===== src/rtl/irq_ctl_pkg.sv =====
package irq_ctl_pkg;

    localparam int NSRC  = 17;
    localparam int IDXW  = $clog2(NSRC);
    localparam int VECW  = 16;
    localparam int NBANK = (NSRC + 1 + 7) / 8;
    localparam int SELW  = $clog2(2 * NBANK);
    localparam int GBIT  = 7;

    localparam logic [NSRC-1:0] HWCLR_MASK = NSRC'(17'h0000F);

    typedef enum logic {
        LVL_LO = 1'b0,
        LVL_HI = 1'b1
    } lvl_e;

    typedef struct packed {
        logic            valid;
        lvl_e            lvl;
        logic [IDXW-1:0] idx;
    } grant_t;

    function automatic logic [VECW-1:0] vec_of(input logic [IDXW-1:0] idx);
        int i;
        int v;
        i = int'(idx);
        if (i < 4)       v = 3 + 8 * i;
        else if (i < 6)  v = 'h2B + 8 * (i - 4);
        else if (i < 14) v = 'h3B + 8 * (i - 6);
        else if (i == 14) v = 'h83;
        else if (i == 15) v = 'h8B;
        else             v = 'hB3;
        return VECW'(v);
    endfunction

endpackage


===== src/rtl/irq_cfg_regs.sv =====
module irq_cfg_regs
    import irq_ctl_pkg::*;
#(
    parameter int N  = NSRC,
    parameter int NB = NBANK,
    parameter int SW = SELW
) (
    input  logic          clk,
    input  logic          rst,
    input  logic          we,
    input  logic [SW-1:0] sel,
    input  logic [7:0]    wdata,
    output logic [N-1:0]  en,
    output logic [N-1:0]  pr,
    output logic          gen
);

    for (genvar i = 0; i < N; i++) begin : g_bit
        localparam int BANK = i / 8;
        localparam int POS  = i % 8;
        always_ff @(posedge clk) begin
            if (rst) begin
                en[i] <= 1'b0;
                pr[i] <= 1'b0;
            end else if (we) begin
                if (sel == SW'(BANK))      en[i] <= wdata[POS];
                if (sel == SW'(NB + BANK)) pr[i] <= wdata[POS];
            end
        end
    end

    always_ff @(posedge clk) begin
        if (rst)                               gen <= 1'b0;
        else if (we && sel == SW'(NB - 1))     gen <= wdata[GBIT];
    end

endmodule


===== src/rtl/irq_pick.sv =====
module irq_pick #(
    parameter int N  = 17,
    parameter int IW = 5
) (
    input  logic [N-1:0]  cand,
    output logic          found,
    output logic [IW-1:0] idx
);

    always_comb begin
        found = 1'b0;
        idx   = '0;
        for (int i = N - 1; i >= 0; i--) begin
            if (cand[i]) begin
                found = 1'b1;
                idx   = IW'(i);
            end
        end
    end

endmodule


===== src/rtl/irq_levels.sv =====
module irq_levels
    import irq_ctl_pkg::*;
(
    input  logic clk,
    input  logic rst,
    input  logic cyc,
    input  logic ack_fire,
    input  lvl_e ack_lvl,
    input  logic ret,
    output logic lo_act,
    output logic hi_act,
    output logic hold
);

    always_ff @(posedge clk) begin
        if (rst) begin
            lo_act <= 1'b0;
            hi_act <= 1'b0;
            hold   <= 1'b0;
        end else begin
            if (ret) begin
                if (hi_act) hi_act <= 1'b0;
                else        lo_act <= 1'b0;
            end else if (ack_fire) begin
                if (ack_lvl == LVL_HI) hi_act <= 1'b1;
                else                   lo_act <= 1'b1;
            end
            if (ret)      hold <= 1'b1;
            else if (cyc) hold <= 1'b0;
        end
    end

endmodule


===== src/rtl/nested_irq_ctl.sv =====
module nested_irq_ctl
    import irq_ctl_pkg::*;
(
    input  logic            clk,
    input  logic            rst,
    input  logic            cyc_strobe,
    input  logic [NSRC-1:0] src_req,
    input  logic            cfg_we,
    input  logic [SELW-1:0] cfg_sel,
    input  logic [7:0]      cfg_wdata,
    input  logic            irq_ack,
    input  logic            irq_ret,
    output logic            irq_req,
    output logic [VECW-1:0] irq_vec,
    output logic [NSRC-1:0] hw_clr,
    output logic            lvl_lo,
    output logic            lvl_hi
);

    logic [NSRC-1:0] en, pr, samp, win_oh;
    logic            gen, hold, ack_fire;
    logic            hi_found, lo_found;
    logic [IDXW-1:0] hi_idx, lo_idx;
    grant_t          grant;

    irq_cfg_regs #(.N(NSRC), .NB(NBANK), .SW(SELW)) u_cfg (
        .clk(clk), .rst(rst), .we(cfg_we), .sel(cfg_sel), .wdata(cfg_wdata),
        .en(en), .pr(pr), .gen(gen)
    );

    irq_pick #(.N(NSRC), .IW(IDXW)) u_pick_hi (
        .cand(samp & pr), .found(hi_found), .idx(hi_idx)
    );

    irq_pick #(.N(NSRC), .IW(IDXW)) u_pick_lo (
        .cand(samp & ~pr), .found(lo_found), .idx(lo_idx)
    );

    always_comb begin
        grant = '{valid: 1'b0, lvl: LVL_LO, idx: '0};
        if (!lvl_hi) begin
            if (hi_found)
                grant = '{valid: 1'b1, lvl: LVL_HI, idx: hi_idx};
            else if (!lvl_lo && lo_found)
                grant = '{valid: 1'b1, lvl: LVL_LO, idx: lo_idx};
        end
    end

    assign irq_req  = grant.valid && !hold;
    assign irq_vec  = vec_of(grant.idx);
    assign ack_fire = irq_ack && irq_req;
    assign win_oh   = NSRC'(1) << grant.idx;

    always_ff @(posedge clk) begin
        if (rst) begin
            samp <= '0;
        end else if (cyc_strobe) begin
            samp <= (src_req & en & {NSRC{gen}}) & ~(ack_fire ? win_oh : '0);
        end else if (ack_fire) begin
            samp <= samp & ~win_oh;
        end
    end

    always_ff @(posedge clk) begin
        if (rst) hw_clr <= '0;
        else     hw_clr <= ack_fire ? (win_oh & HWCLR_MASK) : '0;
    end

    irq_levels u_lvl (
        .clk(clk), .rst(rst), .cyc(cyc_strobe), .ack_fire(ack_fire),
        .ack_lvl(grant.lvl), .ret(irq_ret),
        .lo_act(lvl_lo), .hi_act(lvl_hi), .hold(hold)
    );

endmodule


===== config.mk =====
export PLATFORM = sky130hd
export DESIGN_NAME = nested_irq_ctl
export DESIGN_NICKNAME = d
export VERILOG_FILES = /design/src/rtl/irq_ctl_pkg.sv /design/src/rtl/irq_cfg_regs.sv /design/src/rtl/irq_pick.sv /design/src/rtl/irq_levels.sv /design/src/rtl/nested_irq_ctl.sv
export SDC_FILE = /design/constraint.sdc
export NUM_CORES = 1
export LEC_CHECK = 0
export BUFFER_PORTS_ARGS = -buffer_cell sky130_fd_sc_hd__buf_2
export CAP_MARGIN = 20
export CELL_PAD_IN_SITES_DETAIL_PLACEMENT = 0
export CELL_PAD_IN_SITES_GLOBAL_PLACEMENT = 2
export CORE_ASPECT_RATIO = 0.7
export CORE_MARGIN = 5
export CORE_UTILIZATION = 34
export DETAILED_ROUTE_END_ITERATION = 8
export PLACE_DENSITY = 0.91
export SETUP_SLACK_MARGIN = 0.02
export SYNTH_ARGS = -nofsm -noshare
export SYNTH_HDL_FRONTEND = slang
export SYNTH_HIERARCHICAL = 1
export SYNTH_SLANG_ARGS = --single-unit

===== constraint.sdc =====
create_clock -name clk -period 4.49 [get_ports clk]
set_clock_uncertainty 0.2 [all_clocks]
set_input_delay 0.449 -clock clk [delete_from_list [all_inputs] [get_ports clk]]
set_output_delay 0.449 -clock clk [all_outputs]
set_load 0.01 [all_outputs]

==> reports/metrics.csv <==
stage;metric;value;unit
run_status;outcome;finished clean;
detailed_routing;dr.first_iter.drc_count;271;
worst_setup_path;cp-end-kind;primary output;
logic_synthesis;synthesis.yosys.warnings;6;
global_route;gr-total-overflow;0;
global_route;grt_pass1_wl;18400;µm
clock_tree;path_clk_slew;0.06;ns
timing;drv_slew;0;
timing;share_of_the_clock_period_used_by_the_worst_path_after_layout;99.6;%
detailed_routing;viasPerCell;5.31;
finish;post_layout_nonfiller_instances;653;
placed_design;portBuffers;53;
global_route;number_of_global_route_vias_before_repair;3262;
worst_setup_path;cpMaxStageDelayCell;sky130_fd_sc_hd__or3_4;
finish;most-common-layout-cells;sky130_fd_sc_hd__dfxtp_1 (59), sky130_fd_sc_hd__buf_2 (53), sky130_fd_sc_hd__nand2b_1 (50), sky130_fd_sc_hd__mux2i_1 (36), sky130_fd_sc_hd__nor2_1 (26);
worst_setup_path;cpLargestDelayFamily;simple AND/OR/NAND/NOR gates;
timing;worst_slew_pin_slew;0.976;ns
power_and_ir_drop;power_per_cell_area;319;nW/µm²
detailed_routing;firstDrtPassIters;5;
logic_synthesis;ys_ff_latch;59;
die;dieWidth;137;µm
clock_tree;numClockSinks;59;
global_route;grt_start_max_net_pins;69;
placed_design;place.detailed.instances;632;
timing;period_needed;4.47;ns
logic_synthesis;dominantRegCellSynth;sky130_fd_sc_hd__dfxtp_1;
clock_tree;clock_latency;0.33;ns
power_and_ir_drop;p_total;1.48;mW
logic_synthesis;post_synth_num_cell_types;64;
die;top_level_ports;70;
detailed_routing;wirelength;12000;µm
timing;maxSlewHeadroom;35.0;%
timing;finalHoldViolations;0;
clock_tree;cts_tree;built;
worst_setup_path;timing.critical_path.from_type;register;
timing;rsz0062_at_grt;true;
die;core_area;11100;µm²
worst_setup_path;timing.critical_path.fanout_max;11;
placed_design;globalplace.congestion;0.922;
logic_synthesis;postSynthCellCount;445;
detailed_routing;ant_nets;0;
clock_tree;htree_num_levels;3;
placed_design;dpl.hpwl;9070;µm
clock_tree;numCtsBuffers;9;
detailed_routing;vias_after_detailed_routing;3469;
worst_setup_path;critical_path.cell_chain;and2_1 > nor4_4 > nand2_1 > or3_4 > nand4bb_1 > a21o_4 > ha_1 > ha_1 > or3_4 > or3_1 > o2111ai_1 > buf_2;
worst_setup_path;critical_path_buf_inv_count;1;
worst_setup_path;worst_ep_required_time;3.84;ns
worst_setup_path;arrival;3.82;ns
global_route;grt_antenna_before_repair;0;
die;dieArea;13600;µm²
timing;max_freq;224;MHz
clock_tree;postCtsHoldBufs;0;
timing;report.final.setup_viol;0;
detailed_routing;drt_drc;0;
logic_synthesis;async_reset_ff_share;0;%
power_and_ir_drop;static-leakage-power;2.02;nW
finish;proportion_of_layout_cells_with_a_drive_suffix_above_1;22.4;%
finish;area_growth_syn_to_layout;20.4;%
logic_synthesis;post_synthesis_cell_type_with_the_largest_combined_area;sky130_fd_sc_hd__dfxtp_1;
worst_hold_path;min-delay-path-class;input pin to register;
die;fp-row-count;32;
die;die_height;99.1;µm
logic_synthesis;synth_area;3860;µm²
clock_tree;clk_root_buffer_cell;sky130_fd_sc_hd__clkbuf_16;
finish;final_common_cell;sky130_fd_sc_hd__dfxtp_1;
finish;final_nets;544;
clock_tree;cts_buffer_depth;2;
logic_synthesis;synth.yosys.seq_area_share;30.6;%
global_route;gr-usage-all-layers;17.7;%
logic_synthesis;synth_edf_count;0;
flow_run;maxCapViolations;0;
worst_setup_path;timing.critical_path.slowest_cell_delay;0.45;ns
power_and_ir_drop;irDropWorstVdd;170;µV
die;initial_utilization;34.9;%
logic_synthesis;yosys-top-cells-area;sky130_fd_sc_hd__dfxtp_1 (31%), sky130_fd_sc_hd__mux2i_1 (9.3%), sky130_fd_sc_hd__nand2b_1 (8.1%);
worst_setup_path;setup.worst_path.class;register to primary output;
logic_synthesis;netlist.area_leader.share;30.6;%
finish;insertedDiodeCount;0;
logic_synthesis;synth_area_per_cell;8.67;µm²
detailed_routing;route.detailed.wl_per_inst;18.4;µm
==> cells by family after synthesis <==
family,count (synthesis),share of synthesized area (%)
XOR/XNOR,2,0.454
other,2,0.195
adder cells (fa/ha/maj),15,4.87
AO/OA/AOI/OAI,81,15.3
multiplexers,38,9.93
AND/OR/NAND/NOR,191,30.8
buffers and inverters,57,7.88
flip-flops,59,30.6
==> repair_timing <==
action,CTS,global route
setup endpoints to repair,13,13
setup buffers,0,4
resized for setup,10,15
pin swaps,1,6
gates cloned,0,1
==> layer usage <==
| layer | vias up | wire [µm] | GRT usage [%] |
|---|---|---|---|
| met5 | - | 0 | 0 |
| met4 | 0 | 182 | 5.44 |
| met3 | 20 | 937 | 4.55 |
| met2 | 130 | 5080 | 24.4 |
| met1 | 1646 | 5790 | 26.6 |
| li1 | 1673 | - | - |
==> cell usage after synthesis, types with 7 or more instances <==
cell,number
sky130_fd_sc_hd__a211oi_1,7
sky130_fd_sc_hd__a21oi_1,13
sky130_fd_sc_hd__a311oi_1,7
sky130_fd_sc_hd__a32oi_1,14
sky130_fd_sc_hd__and2_1,19
sky130_fd_sc_hd__buf_4,22
sky130_fd_sc_hd__clkbuf_1,10
sky130_fd_sc_hd__dfxtp_1,59
sky130_fd_sc_hd__ha_1,15
sky130_fd_sc_hd__inv_1,16
sky130_fd_sc_hd__mux2i_1,36
sky130_fd_sc_hd__nand2_1,18
sky130_fd_sc_hd__nand2b_1,50
sky130_fd_sc_hd__nand4bb_1,7
sky130_fd_sc_hd__nor2_1,27
sky130_fd_sc_hd__nor2b_1,20
sky130_fd_sc_hd__nor3_1,10
sky130_fd_sc_hd__o21ai_0,8
==> per-stage QoR <==
step | hold slack [ns] | utilization [%] | worst slack (ns) | area [µm²] | setup TNS, ns
finish | 0.120 | 42.0 | 0.0166 | 4640 | 0
detailed placement | 0.274 | 37.8 | 0.0952 | 4170 | 0
global placement | 0.262 | 37.8 | 0.107 | 4170 | 0
floorplan | 0.243 | - | 0.440 | 3910 | 0
global route | 0.122 | 42.0 | -0.0592 | 4640 | -0.0592
CTS | 0.110 | 40.9 | 0.0278 | 4520 | 0
==> state kept, by name (all words and copies together) (netlist names) <==
| name | count |
|---|---|
| samp | 17 |
| u_lvl/hi_act | 1 |
| u_lvl/hold | 1 |
| u_lvl/lo_act | 1 |
| u_cfg/gen | 1 |
| hw_clr | 4 |
| u_cfg/en | 17 |
| u_cfg/pr | 17 |
==> final cells by class <==
cell class / count / area, µm²
Sequential cell: 59 / 1180
Fill cell: 1098 / 6410
Inverter: 18 / 70.1
Tap cell: 153 / 191
Clock buffer: 10 / 239
Timing Repair Buffer: 63 / 340
Multi-Input combinational cell: 344 / 2560
Clock inverter: 6 / 65.1
==> final timing paths <==
kind	startpoint	endpoint	slack (ns)	cells after the start
worst max-delay path	u_cfg/pr[11]	irq_vec[7]	0.02	12
worst min register to register	u_cfg/en[7]	u_cfg/en[7]	0.28	2
worst min-delay path	irq_ret	u_lvl/hi_act	0.12	2
worst max register to register	u_cfg/pr[11]	samp[7]	0.83	10
==> report_power, final <==
| group | leakage [nW] | internal [mW] | total, mW | switching (mW) |
|---|---|---|---|---|
| clock | 0.148 | 0.444 | 0.700 | 0.256 |
| combinational | 1.39 | 0.0993 | 0.239 | 0.140 |
| sequential | 0.478 | 0.534 | 0.542 | 0.00785 |
| total | 2.02 | 1.08 | 1.48 | 0.404 |
==> worst reg2reg max path, stage by stage (launching register included) <==
cell	delay (ns)
sky130_fd_sc_hd__dfxtp_1	0.32
sky130_fd_sc_hd__and2_1	0.21
sky130_fd_sc_hd__nor4_4	0.37
sky130_fd_sc_hd__nand2_1	0.18
sky130_fd_sc_hd__or3_4	0.45
sky130_fd_sc_hd__and2_1	0.17
sky130_fd_sc_hd__or2_1	0.26
sky130_fd_sc_hd__and2b_2	0.26
sky130_fd_sc_hd__ha_4	0.20
sky130_fd_sc_hd__ha_1	0.23
sky130_fd_sc_hd__a2111oi_0	0.64
Note: power is estimated with default switching activity, not from simulation.
